==> src/rtl/colgen_pkg.sv <==
package colgen_pkg;
   localparam int CODE_W = 3;

   typedef enum logic [CODE_W-1:0] {
      BL_ONE   = 3'b000,
      BL_TWO   = 3'b001,
      BL_FOUR  = 3'b010,
      BL_EIGHT = 3'b011,
      BL_PAGE  = 3'b111
   } bl_code_e;

   localparam logic ORD_SEQ = 1'b0;
   localparam logic ORD_ILV = 1'b1;
endpackage

==> src/rtl/colgen_decode.sv <==
module colgen_decode #(
   parameter int COL_W   = 10,
   parameter int MAX_LOG = 3,
   parameter bit PAGE_EN = 1'b1,
   parameter bit ILV_EN  = 1'b1
) (
   input  logic [colgen_pkg::CODE_W-1:0] code,
   input  logic                          ilv,
   output logic                          ok,
   output logic                          page,
   output logic [COL_W-1:0]              mask
);
   localparam logic [COL_W-1:0] ONE    = COL_W'(1);
   localparam logic [3:0]       LEN_OK = 4'b1111 >> (3 - MAX_LOG);

   logic ord_ok;

   generate
      if (ILV_EN) begin : g_ord_any
         assign ord_ok = 1'b1;
      end else begin : g_ord_seq
         assign ord_ok = (ilv == colgen_pkg::ORD_SEQ);
      end
   endgenerate

   always_comb begin
      ok   = 1'b0;
      page = 1'b0;
      mask = '0;
      case (code)
         colgen_pkg::BL_PAGE: begin
            page = 1'b1;
            mask = '1;
            ok   = PAGE_EN && (ilv == colgen_pkg::ORD_SEQ);
         end
         colgen_pkg::BL_ONE, colgen_pkg::BL_TWO,
         colgen_pkg::BL_FOUR, colgen_pkg::BL_EIGHT: begin
            mask = (ONE << code[1:0]) - ONE;
            ok   = LEN_OK[code[1:0]];
         end
         default: ;
      endcase
      ok = ok && ord_ok;
   end
endmodule

==> src/rtl/colgen_ctrl.sv <==
module colgen_ctrl #(
   parameter int COL_W = 10
) (
   input  logic             clk,
   input  logic             rst_n,
   input  logic             load,
   input  logic             page_in,
   input  logic             adv,
   input  logic             term,
   input  logic [COL_W-1:0] mask_q,
   output logic [COL_W-1:0] idx,
   output logic             active,
   output logic             page_q,
   output logic             last
);
   assign last = active && !page_q && (idx == mask_q);

   always_ff @(posedge clk) begin
      if (!rst_n) begin
         idx    <= '0;
         active <= 1'b0;
         page_q <= 1'b0;
      end else if (load) begin
         idx    <= '0;
         active <= 1'b1;
         page_q <= page_in;
      end else if (term) begin
         active <= 1'b0;
      end else if (active && adv) begin
         if (last) begin
            active <= 1'b0;
         end else begin
            idx <= idx + COL_W'(1);
         end
      end
   end
endmodule

==> src/rtl/colgen_addr.sv <==
module colgen_addr #(
   parameter int COL_W  = 10,
   parameter bit ILV_EN = 1'b1
) (
   input  logic             clk,
   input  logic             rst_n,
   input  logic             load,
   input  logic [COL_W-1:0] base_in,
   input  logic [COL_W-1:0] mask_in,
   input  logic             ilv_in,
   input  logic [COL_W-1:0] idx,
   output logic [COL_W-1:0] mask_q,
   output logic [COL_W-1:0] col
);
   logic [COL_W-1:0] base_q;
   logic [COL_W-1:0] merged;

   always_ff @(posedge clk) begin
      if (!rst_n) begin
         base_q <= '0;
         mask_q <= '0;
      end else if (load) begin
         base_q <= base_in;
         mask_q <= mask_in;
      end
   end

   generate
      if (ILV_EN) begin : g_ilv
         logic ilv_q;
         always_ff @(posedge clk) begin
            if (!rst_n)    ilv_q <= 1'b0;
            else if (load) ilv_q <= ilv_in;
         end
         assign merged = ilv_q ? (base_q ^ idx) : (base_q + idx);
      end else begin : g_seq
         logic ilv_unused;
         assign ilv_unused = ilv_in;
         assign merged     = base_q + idx;
      end
   endgenerate

   assign col = (base_q & ~mask_q) | (merged & mask_q);
endmodule

==> src/rtl/sdram_burst_colgen.sv <==
module sdram_burst_colgen #(
   parameter int COL_W   = 10,
   parameter int MAX_LOG = 3,
   parameter bit PAGE_EN = 1'b1,
   parameter bit ILV_EN  = 1'b1
) (
   input  logic             clk,
   input  logic             rst_n,
   input  logic             start,
   input  logic [COL_W-1:0] start_col,
   input  logic [2:0]       bl_code,
   input  logic             ilv,
   input  logic             adv,
   input  logic             term,
   output logic [COL_W-1:0] col_out,
   output logic             active,
   output logic             last
);
   generate
      if (MAX_LOG < 0 || MAX_LOG > 3) begin : g_bad_log
         $error("MAX_LOG must lie in 0..3");
      end
      if (COL_W <= MAX_LOG) begin : g_bad_width
         $error("COL_W must exceed MAX_LOG");
      end
   endgenerate

   logic             dec_ok;
   logic             dec_page;
   logic [COL_W-1:0] dec_mask;
   logic             start_ok;
   logic [COL_W-1:0] idx;
   logic [COL_W-1:0] mask_q;
   logic             page_q;

   colgen_decode #(
      .COL_W(COL_W), .MAX_LOG(MAX_LOG), .PAGE_EN(PAGE_EN), .ILV_EN(ILV_EN)
   ) u_decode (
      .code(bl_code), .ilv(ilv), .ok(dec_ok), .page(dec_page), .mask(dec_mask)
   );

   assign start_ok = start && dec_ok;

   colgen_ctrl #(.COL_W(COL_W)) u_ctrl (
      .clk(clk), .rst_n(rst_n), .load(start_ok), .page_in(dec_page),
      .adv(adv), .term(term), .mask_q(mask_q), .idx(idx),
      .active(active), .page_q(page_q), .last(last)
   );

   colgen_addr #(.COL_W(COL_W), .ILV_EN(ILV_EN)) u_addr (
      .clk(clk), .rst_n(rst_n), .load(start_ok), .base_in(start_col),
      .mask_in(dec_mask), .ilv_in(ilv), .idx(idx), .mask_q(mask_q),
      .col(col_out)
   );
endmodule

==> config.mk <==
export PLATFORM = sky130hd
export DESIGN_NAME = sdram_burst_colgen
export DESIGN_NICKNAME = d
export VERILOG_FILES = /design/src/rtl/colgen_pkg.sv /design/src/rtl/colgen_decode.sv /design/src/rtl/colgen_ctrl.sv /design/src/rtl/colgen_addr.sv /design/src/rtl/sdram_burst_colgen.sv
export SDC_FILE = /design/constraint.sdc
export NUM_CORES = 1
export LEC_CHECK = 0
export ABC_AREA = 1
export BUFFER_PORTS_ARGS = -buffer_cell sky130_fd_sc_hd__buf_4
export CAP_MARGIN = 20
export CELL_PAD_IN_SITES_DETAIL_PLACEMENT = 1
export CELL_PAD_IN_SITES_GLOBAL_PLACEMENT = 1
export CORE_UTILIZATION = 37
export DETAILED_ROUTE_END_ITERATION = 8
export PLACE_DENSITY = 0.85
export RECOVER_POWER = 50
export SYNTH_ARGS = -nofsm -noshare
export SYNTH_HDL_FRONTEND = slang
export SYNTH_HIERARCHICAL = 1
export SYNTH_SLANG_ARGS = --single-unit
export TNS_END_PERCENT = 100
==> constraint.sdc <==
create_clock -name clk -period 1.5 [get_ports clk]
set_clock_uncertainty 0.1 [all_clocks]
set_input_delay 0.075 -clock clk [delete_from_list [all_inputs] [get_ports clk]]
set_output_delay 0.075 -clock clk [all_outputs]
set_load 0.01 [all_outputs]
==> results of run 1 <==
==> timing repair <==
| item | CTS | global route |
|---|---|---|
| pin swaps | 10 | 22 |
| endpoints found under the setup margin | 21 | 21 |
| hold buffers | 14 | 0 |
| setup buffers | 2 | 6 |
| hold endpoints to repair | 12 | 0 |
| resized for setup | 22 | 53 |
==> layer usage <==
metal	wire length (µm)	track usage, %
met3	382	5.49
met1	4000	31.0
met5	0	0
met4	460	15.1
met2	5120	55.9
==> final timing paths <==
kind | depth (start not counted) | start | to
setup / recovery | 8 | u_ctrl/idx[0]$_SDFFE_PP0P_ | col_out[4]
hold / removal | 5 | bl_code[0] | u_addr/mask_q[0]$_SDFFE_PN0P_
setup reg to reg | 11 | u_ctrl/idx[0]$_SDFFE_PP0P_ | u_ctrl/idx[2]$_SDFFE_PP0P_
hold reg to reg | 2 | u_addr/base_q[9]$_SDFFE_PN0P_ | u_addr/base_q[9]$_SDFFE_PN0P_
==> cells by family (layout without fill, tap and decap cells) <==
| family | after synthesis | after routing | synth area share [%] |
|---|---|---|---|
| and+or+nand+nor | 189 | 189 | 37.1 |
| buffers and inverters | 65 | 159 | 12.0 |
| AOI/OAI and AO/OA | 56 | 56 | 12.8 |
| DFF | 33 | 33 | 27.6 |
| xor gates and xnor gates | 12 | 12 | 4.39 |
| adders and majority gates | 11 | 11 | 6.06 |
==> final cells by class <==
cell class                      count  area, µm²  area share, %
Clock buffer                        7       86.3           2.36
Timing Repair Buffer              100        818           22.4
Sequential cell                    33        692           18.9
Multi-Input combinational cell    268       1740           47.6
Clock inverter                      1       30.0          0.821
Tap cell                           75       93.8           2.56
Inverter                           51        196           5.37
==> critical path, cell delays in order, from the launching register on <==
cell     delay [ns]
dfxtp_4        0.35
ha_4           0.16
fa_2           0.40
nand3_2        0.08
nand2_2        0.08
nand2_1        0.13
xor2_2         0.08
a21oi_1        0.21
buf_4          0.16
==> power breakdown <==
group          switching [mW]  internal, mW  leakage (nW)
Combinational           0.324         0.291          1.32
Clock                   0.366         0.542        0.0585
Sequential             0.0522         0.916         0.278
==> registers in the layout, summed over array words and instances, names as in the netlist <==
register and flops:
u_addr/base_q 10, u_ctrl/idx 10, u_ctrl/active 1, u_ctrl/page_q 1, u_addr/g_ilv.ilv_q 1, u_addr/mask_q 10
==> per-stage QoR <==
step | area (µm²) | setup TNS, ns | setup slack (ns) | hold slack [ns] | total power [mW]
after floorplan | 2480 | -0.0955 | -0.0934 | 0.107 | 1.25
after global placement | 3090 | -2.09 | -0.210 | 0.199 | 1.47
after detailed placement | 3090 | -2.95 | -0.268 | 0.207 | 1.49
after CTS | 3450 | -5.19 | -0.502 | 0.0340 | 2.43
after global routing | 3660 | -8.44 | -0.687 | 0.0834 | 2.60
final | 3660 | -6.97 | -0.638 | 0.0602 | 2.49
==> cells in the final DEF, fill, tap and decap left out, types with 7 or more instances in the layout <==
| cell type | count |
|---|---|
| dfxtp_2 | 10 |
| buf_6 | 7 |
| xor2_1 | 9 |
| buf_4 | 75 |
| nor2_1 | 52 |
| nand3_2 | 16 |
| nand2_2 | 21 |
| a21oi_2 | 7 |
| nand2_1 | 69 |
| ha_4 | 9 |
| inv_1 | 40 |
| o21ai_0 | 23 |
| a21oi_1 | 18 |
| nand3_1 | 10 |
| dfxtp_1 | 18 |
| dlygate4sd3_1 | 14 |
==> flow_summary.json, run 1 <==
{
  "synth_edf_count": 0,
  "grt_antenna_before_repair": 0,
  "hpwl_um": 6000,
  "worst_slack_ns": -0.638,
  "required_ns": 1.32,
  "rows": 28,
  "cts_max_level": 2,
  "yosys_register_bits": 33,
  "synth.avg_cell_area_um2": 6.54,
  "max_slew_margin_pct": 72.3,
  "peakVddDrop_uv": 547,
  "drt-vias-per-instance": 5.29,
  "synth_top_area_share_pct": 27.6,
  "async_reset_ff_share_pct": 0,
  "vias": 2829,
  "io_pins": 31,
  "post-route-util_pct": 60.0,
  "insertion_delay_ns": 0.29,
  "rrSetupSlack_ns": -0.31,
  "worstSetupPathType": "flop to output port",
  "synth_warnings": 6,
  "slew_viol_final": 0,
  "synth.cell_area_um2": 2390,
  "avgRoutedWirePerCell_um": 18.6,
  "antenna_cells": 0,
  "fp.dieH_um": 82.5,
  "cts_root_buf": "clkbuf_8",
  "nets": 489,
  "core_um2": 6100,
  "violations": "setup timing",
  "syn_nets": 396,
  "syn2layout_area_growth_pct": 52.8,
  "clock_path_buffers": 2,
  "grt_max_degree": 23,
  "yosysSeqAreaShare_pct": 27.6,
  "rsz0062_at_grt": "yes",
  "fin_cells": 535,
  "start_util_pct": 39.3,
  "synthTopCellsByCount": "nand2_1 (88), nor2_1 (56), inv_1 (41)",
  "grt_pass1_vias": 2994,
  "clk_pin_slew_ns": 0.08,
  "p_leak_nw": 1.66,
  "ys.flop_type": "dfxtp_1",
  "finalWirelength_um": 9960,
  "arrival_ns": 1.96,
  "drive_gt1_share_pct": 42.6,
  "yosysMostFrequentCell": "nand2_1",
  "fin_crit_sh_pct": 143,
  "crit_path_end_kind": "output port",
  "cts_buffers": 5,
  "grt-ovfl-total": 0,
  "clock_sinks": 33,
  "die_area_um2": 6800,
  "crit_path_max_fanout": 2,
  "grtUsageTotal_pct": 29.6,
  "dr.pass1.iters": 5,
  "place_inst": 507,
  "cellPowerDensity_nw_per_um2": 681,
  "routabilityCongestion": 0.898,
  "cts_tree": "yes",
  "status": "complete, but fails checks",
  "synthCells": 366,
  "synth_largest_area_cell": "dfxtp_1",
  "drtAntennaViolNets": 0,
  "fin_crit_ns": 2.14,
  "hold_path_class": "primary input to flop",
  "maxCapViolCount": 0,
  "cp-start-kind": "flop",
  "fillers": 785,
  "drt_iter0_drc": 137,
  "fmax_mhz": 468,
  "synthTopCellsByArea": "dfxtp_1 (28%), nand2_1 (14%), nor2_1 (8.8%)",
  "die_w_um": 82.5,
  "worst_pin_slew_ns": 0.415,
  "setup_viol": 21,
  "hold_viol_final": 0,
  "grt_pass1_wl_um": 14500,
  "drc": 0,
  "portBuffers": 30,
  "synth_cell_type_count": 30
}
Power figures use the tool's default switching activity.
==> inputs of run 2 (changes only) <==
--- a/config.mk
+++ b/config.mk
@@ -13,7 +13,6 @@
 export CORE_UTILIZATION = 37
 export DETAILED_ROUTE_END_ITERATION = 8
 export PLACE_DENSITY = 0.85
-export RECOVER_POWER = 50
 export SYNTH_ARGS = -nofsm -noshare
 export SYNTH_HDL_FRONTEND = slang
 export SYNTH_HIERARCHICAL = 1
==> run 2 against run 1 <==
  * The flow still finishes with violations (setup timing)
  * Worst hold slack better by 0.00063 ns
  * Register-to-register slack about the same
  * Via count down 0.49%
  * Core utilization up 0.10 points
  * Sequential share of layout area about the same
  * Non-clock buffer count unchanged
  * Setup slack worse by 0.0012 ns
  * Largest power group unchanged
  * Global-route usage unchanged
  * Routed wire length down 0.57%
  * Count of clock-buffer cells in the layout unchanged
  * Highest routed layer unchanged
  * Critical endpoint unchanged
==> flow_summary.json, run 2 (same netlist as run 1, synthesis figures left out) <==
{
  "antenna_cells": 0,
  "clock_path_buffers": 2,
  "clock_sinks": 33,
  "fin_cells": 535,
  "p_leak_nw": 1.66,
  "hold_viol_final": 0,
  "finalPower_mw": 2.49,
  "finalWirelength_um": 9910,
  "hpwl_um": 6000,
  "core_um2": 6100,
  "rsz0062_at_grt": "yes",
  "grt-ovfl-total": 0,
  "place_inst": 507,
  "dr.pass1.iters": 4,
  "maxCapViolCount": 0,
  "max_slew_margin_pct": 80.6,
  "crit_path_end_kind": "output port",
  "fmax_mhz": 467,
  "cts_tree": "yes",
  "rr_startpoint": "u_ctrl/idx[0]$_SDFFE_PP0P_",
  "cts_max_level": 2,
  "nets": 489,
  "die_w_um": 82.5,
  "cts_buffers": 5,
  "rrSetupSlack_ns": -0.32,
  "io_pins": 31,
  "grt_pass1_wl_um": 14500,
  "portBuffers": 30,
  "holdPathStages": 5,
  "routabilityCongestion": 0.898,
  "drc": 0,
  "worst_slack_ns": -0.640,
  "insertion_delay_ns": 0.29,
  "post-route-util_pct": 60.1,
  "fin_crit_ns": 2.14,
  "worstSetupPathType": "flop to output port",
  "holdPathEnd": "u_addr/mask_q[0]$_SDFFE_PN0P_",
  "placed_area_um2": 3090,
  "hold_start": "bl_code[0]",
  "arrival_ns": 1.96,
  "vias": 2815,
  "reg2regPathDepth": 11,
  "status": "complete, but fails checks",
  "hold_path_class": "primary input to flop",
  "required_ns": 1.32,
  "violations": "setup timing",
  "syn2layout_area_growth_pct": 53.0,
  "rows": 28,
  "r2r-end": "u_ctrl/idx[2]$_SDFFE_PP0P_",
  "mostFrequentLayoutCells": "buf_4 (78), nand2_1 (69), nor2_1 (52)",
  "slew_viol_final": 0,
  "fin_area_um2": 3660,
  "cts_root_buf": "clkbuf_8",
  "crit_path_max_fanout": 2,
  "grt_pass1_vias": 2994,
  "top_regs": "u_addr/base_q x10, u_addr/mask_q x10, u_ctrl/idx x10",
  "fillers": 785,
  "drive_gt1_share_pct": 42.8,
  "hold_ws_ns": 0.0609,
  "cellPowerDensity_nw_per_um2": 680,
  "grtUsageTotal_pct": 29.6,
  "start_util_pct": 39.3,
  "drt-vias-per-instance": 5.26,
  "avgRoutedWirePerCell_um": 18.5,
  "final_common_cell": "buf_4",
  "setup_viol": 21,
  "clk_pin_slew_ns": 0.08,
  "drtAntennaViolNets": 0,
  "fin_crit_sh_pct": 143,
  "drt_iter0_drc": 132,
  "cp-start-kind": "flop",
  "die_area_um2": 6800,
  "fp.dieH_um": 82.5,
  "peakVddDrop_uv": 547,
  "worst_pin_slew_ns": 0.291,
  "grt_antenna_before_repair": 0,
  "grt_max_degree": 23
}
==> run 2: changes by cell type in the layout (fill, tap and decap cells not counted) <==
| cell | delta |
|---|---|
| clkbuf_4 | -1 |
| clkbuf_2 | -1 |
| buf_4 | +3 |
| clkbuf_1 | -1 |
==> run 2: worst max-delay path: stages (launching register included) <==
cell and delay, ns:
dfxtp_4 0.35, ha_4 0.16, fa_2 0.40, nand3_2 0.08, nand2_2 0.08, nand2_1 0.13
xor2_2 0.08, a21oi_1 0.22, buf_4 0.16
==> run 2: final cells by class <==
type,count,area (µm²),area share (%)
clock inverters,1,30.0,0.819
inverters,51,196,5.36
repair buffers,100,825,22.5
clock buffers,7,86.3,2.36
flip-flops and latches,33,692,18.9
multi-input cells,268,1740,47.5
well taps,75,93.8,2.56
==> run 2: report_power, final <==
| part | switching (mW) | total, mW | internal, mW |
|---|---|---|---|
| clock network | 0.366 | 0.908 | 0.542 |
| registers | 0.0520 | 0.968 | 0.916 |
| logic | 0.324 | 0.618 | 0.294 |
==> run 2: worst max path at each step <==
stage	from	endpoint	slack [ns]	cells after the start
CTS	u_ctrl/idx[2]$_SDFFE_PP0P_	col_out[9]	-0.50	12
floorplan	u_ctrl/idx[0]$_SDFFE_PP0P_	col_out[6]	-0.09	9
global route	u_ctrl/idx[0]$_SDFFE_PP0P_	col_out[4]	-0.69	8
detailed placement	u_addr/base_q[0]$_SDFFE_PN0P_	col_out[6]	-0.27	10
finish	u_ctrl/idx[0]$_SDFFE_PP0P_	col_out[4]	-0.64	8
global placement	u_addr/base_q[0]$_SDFFE_PN0P_	col_out[6]	-0.21	10
==> run 2: timing repair <==
item                                    in CTS  in global routing
pin swaps                                   10                 22
endpoints found under the setup margin      21                 21
resized for setup                           22                 53
hold endpoints to repair                    12                  0
buffers inserted                             2                  6
hold buffers                                14                  0
==> run 2: metrics by stage <==
stage | TNS [ns] | worst slack (ns)
after floorplan | -0.0955 | -0.0934
after global placement | -2.09 | -0.210
after detailed placement | -2.95 | -0.268
after CTS | -5.19 | -0.502
after global routing | -8.44 | -0.687
final | -6.97 | -0.640
==> run 2: layer usage <==
| metal | global-route usage [%] | wire, µm | share of wire (%) |
|---|---|---|---|
| met4 | 15.1 | 514 | 5.2 |
| met1 | 31.0 | 3960 | 40 |
| met3 | 5.49 | 356 | 3.6 |
| met2 | 55.9 | 5080 | 51 |
| met5 | 0 | 0 | 0 |
==> inputs of run 3 (changes only) <==
--- a/config.mk
+++ b/config.mk
@@ -8,11 +8,9 @@
 export ABC_AREA = 1
 export BUFFER_PORTS_ARGS = -buffer_cell sky130_fd_sc_hd__buf_4
 export CAP_MARGIN = 20
-export CELL_PAD_IN_SITES_DETAIL_PLACEMENT = 1
-export CELL_PAD_IN_SITES_GLOBAL_PLACEMENT = 1
-export CORE_UTILIZATION = 37
+export CORE_UTILIZATION = 53
 export DETAILED_ROUTE_END_ITERATION = 8
-export PLACE_DENSITY = 0.85
+export PLACE_DENSITY = 0.86
 export SYNTH_ARGS = -nofsm -noshare
 export SYNTH_HDL_FRONTEND = slang
 export SYNTH_HIERARCHICAL = 1
==> run 3 against run 2 <==
  * The flow still finishes with violations (setup timing)
  * Worst hold slack worse by 0.012 ns
  * Die area is 30% lower
  * Combinational power shrank 3%
  * Critical endpoint is now col_out[8]
  * Sequential power is essentially flat
  * Clock power is 0.7% lower
  * First-iteration DRC count rose to 2.6 times the previous value
==> flow_summary.json, run 3 (same netlist as run 1, synthesis figures left out) <==
{
  "cts_buffers": 5,
  "critPathSlowestCell": "dfxtp_2",
  "p_leak_nw": 1.62,
  "hold_start": "rst_n",
  "io_pins": 31,
  "syn2layout_area_growth_pct": 49.1,
  "clock_sinks": 33,
  "nets": 480,
  "finalWirelength_um": 9020,
  "fin_crit_ns": 2.10,
  "grt_pass1_vias": 2713,
  "rsz0062_at_grt": "yes",
  "placed_area_um2": 3000,
  "die_area_um2": 4790,
  "violations": "setup timing",
  "hpwl_um": 4680,
  "grt_antenna_before_repair": 0,
  "holdPathEnd": "u_ctrl/active$_SDFFE_PN0P_",
  "routabilityCongestion": 0.861,
  "finalPower_mw": 2.47,
  "crit_chain": "ha_4 > buf_4 > nand3_2 > nand2_2 > nand3_2 > o21ai_2 > nand2_1 > nand2_1 > nand3_2 > nand2_2 > buf_6",
  "cts_tree": "yes",
  "worst_slack_ns": -0.605,
  "r2r-end": "u_ctrl/idx[5]$_SDFFE_PP0P_",
  "worst-path-buf-inv": 2,
  "crit_path_end_kind": "output port",
  "grt_max_degree": 24,
  "max_slew_margin_pct": 74.4,
  "top_regs": "u_addr/base_q x10, u_addr/mask_q x10, u_ctrl/idx x10",
  "grt_pass1_wl_um": 12900,
  "reg2regPathDepth": 9,
  "die_w_um": 69.2,
  "cts_max_level": 2,
  "crit_path_max_fanout": 4,
  "fin_crit_sh_pct": 140,
  "cts_root_buf": "clkbuf_8",
  "required_ns": 1.32,
  "setup_viol": 20,
  "rrSetupSlack_ns": -0.30,
  "drt_iter0_drc": 349,
  "drc": 0,
  "worstSetupPathType": "flop to output port",
  "place_inst": 474,
  "avgRoutedWirePerCell_um": 17.9,
  "holdPathStages": 3,
  "fin_area_um2": 3570,
  "drt-vias-per-instance": 5.94,
  "start_util_pct": 55.0,
  "drtAntennaViolNets": 0,
  "peakVddDrop_uv": 640,
  "cp-start-kind": "flop",
  "slew_viol_final": 0,
  "insertion_delay_ns": 0.29,
  "core_um2": 4350,
  "status": "complete, but fails checks",
  "clk_pin_slew_ns": 0.07,
  "vias": 2987,
  "grtUsageTotal_pct": 34.1,
  "worst_pin_slew_ns": 0.380,
  "arrival_ns": 1.93,
  "drive_gt1_share_pct": 42.1,
  "rr_startpoint": "u_ctrl/idx[1]$_SDFFE_PP0P_",
  "cpPeakStageDelay_ns": 0.36,
  "grt-ovfl-total": 0,
  "hold_viol_final": 0,
  "cp_top_family": "simple AND/OR/NAND/NOR gates",
  "antenna_cells": 0,
  "mostFrequentLayoutCells": "nand2_1 (71), buf_4 (67), nor2_1 (51)",
  "portBuffers": 30,
  "fin_cells": 503,
  "clock_path_buffers": 2,
  "fp.dieH_um": 69.2,
  "fmax_mhz": 475,
  "final_common_cell": "nand2_1",
  "rows": 24,
  "hold_ws_ns": 0.0488,
  "maxCapViolCount": 0,
  "crit_top_cell": "nand3_2",
  "hold_path_class": "primary input to flop",
  "cellPowerDensity_nw_per_um2": 692,
  "dr.pass1.iters": 6
}
-- run 3: worst max path at each step --
| stage | from | end | slack (ns) | depth (start not counted) |
|---|---|---|---|---|
| 6_report | u_ctrl/idx[3]$_SDFFE_PP0P_ | col_out[8] | -0.60 | 11 |
| 5_1_grt | u_ctrl/idx[3]$_SDFFE_PP0P_ | col_out[8] | -0.66 | 11 |
| 4_1_cts | u_ctrl/idx[0]$_SDFFE_PP0P_ | col_out[6] | -0.49 | 10 |
| 3_5_place_dp | u_addr/base_q[0]$_SDFFE_PN0P_ | col_out[6] | -0.22 | 10 |
| 3_3_place_gp | u_addr/base_q[0]$_SDFFE_PN0P_ | col_out[6] | -0.20 | 10 |
| 2_1_floorplan | u_ctrl/idx[0]$_SDFFE_PP0P_ | col_out[6] | -0.09 | 9 |
-- run 3: repair_timing --
action	CTS	global route
hold buffers	11	0
pin swaps	25	23
buffers inserted	10	7
endpoints found under the hold margin	10	0
endpoints found under the setup margin	21	21
gates resized for setup	45	32
gates cloned	0	1
-- run 3: through the flow --
step / setup TNS (ns) / utilization (%) / worst slack [ns]
2_1_floorplan: -0.0955 / - / -0.0934
5_1_grt: -8.58 / 82.0 / -0.659
3_3_place_gp: -1.47 / 68.9 / -0.200
6_report: -7.31 / 82.0 / -0.605
3_5_place_dp: -2.04 / 68.9 / -0.216
4_1_cts: -5.62 / 78.6 / -0.486
-- run 3: layout make-up --
class                           count  area [µm²]
Clock buffer                        7        86.3
Fill cell                         258         783
Clock inverter                      1        30.0
Timing Repair Buffer               90         769
Tap cell                           52        65.1
Inverter                           51         194
Multi-Input combinational cell    269        1740
Sequential cell                    33         686
-- run 3: layer usage --
metal	wire length, µm	track usage [%]	vias up
li1	-	-	1310
met1	3270	39.1	1370
met2	4180	56.0	227
met3	904	10.9	80
met4	672	19.0	0
met5	0	0	-
-- run 3: worst reg2reg max path, stage by stage, from the launching register on --
cell and delay (ns):
dfxtp_4 0.39, buf_6 0.10, buf_6 0.10, buf_4 0.13, nand2_1 0.17, nor2_4 0.20, nand2_1 0.12, xor2_2 0.17
nand3_2 0.10, a21oi_2 0.15
-- run 3: report_power, final --
part / switching [mW] / total, mW / internal [mW]
Sequential: 0.0518 / 0.969 / 0.917
Clock: 0.360 / 0.902 / 0.542
Combinational: 0.322 / 0.600 / 0.278
Total: 0.734 / 2.47 / 1.74
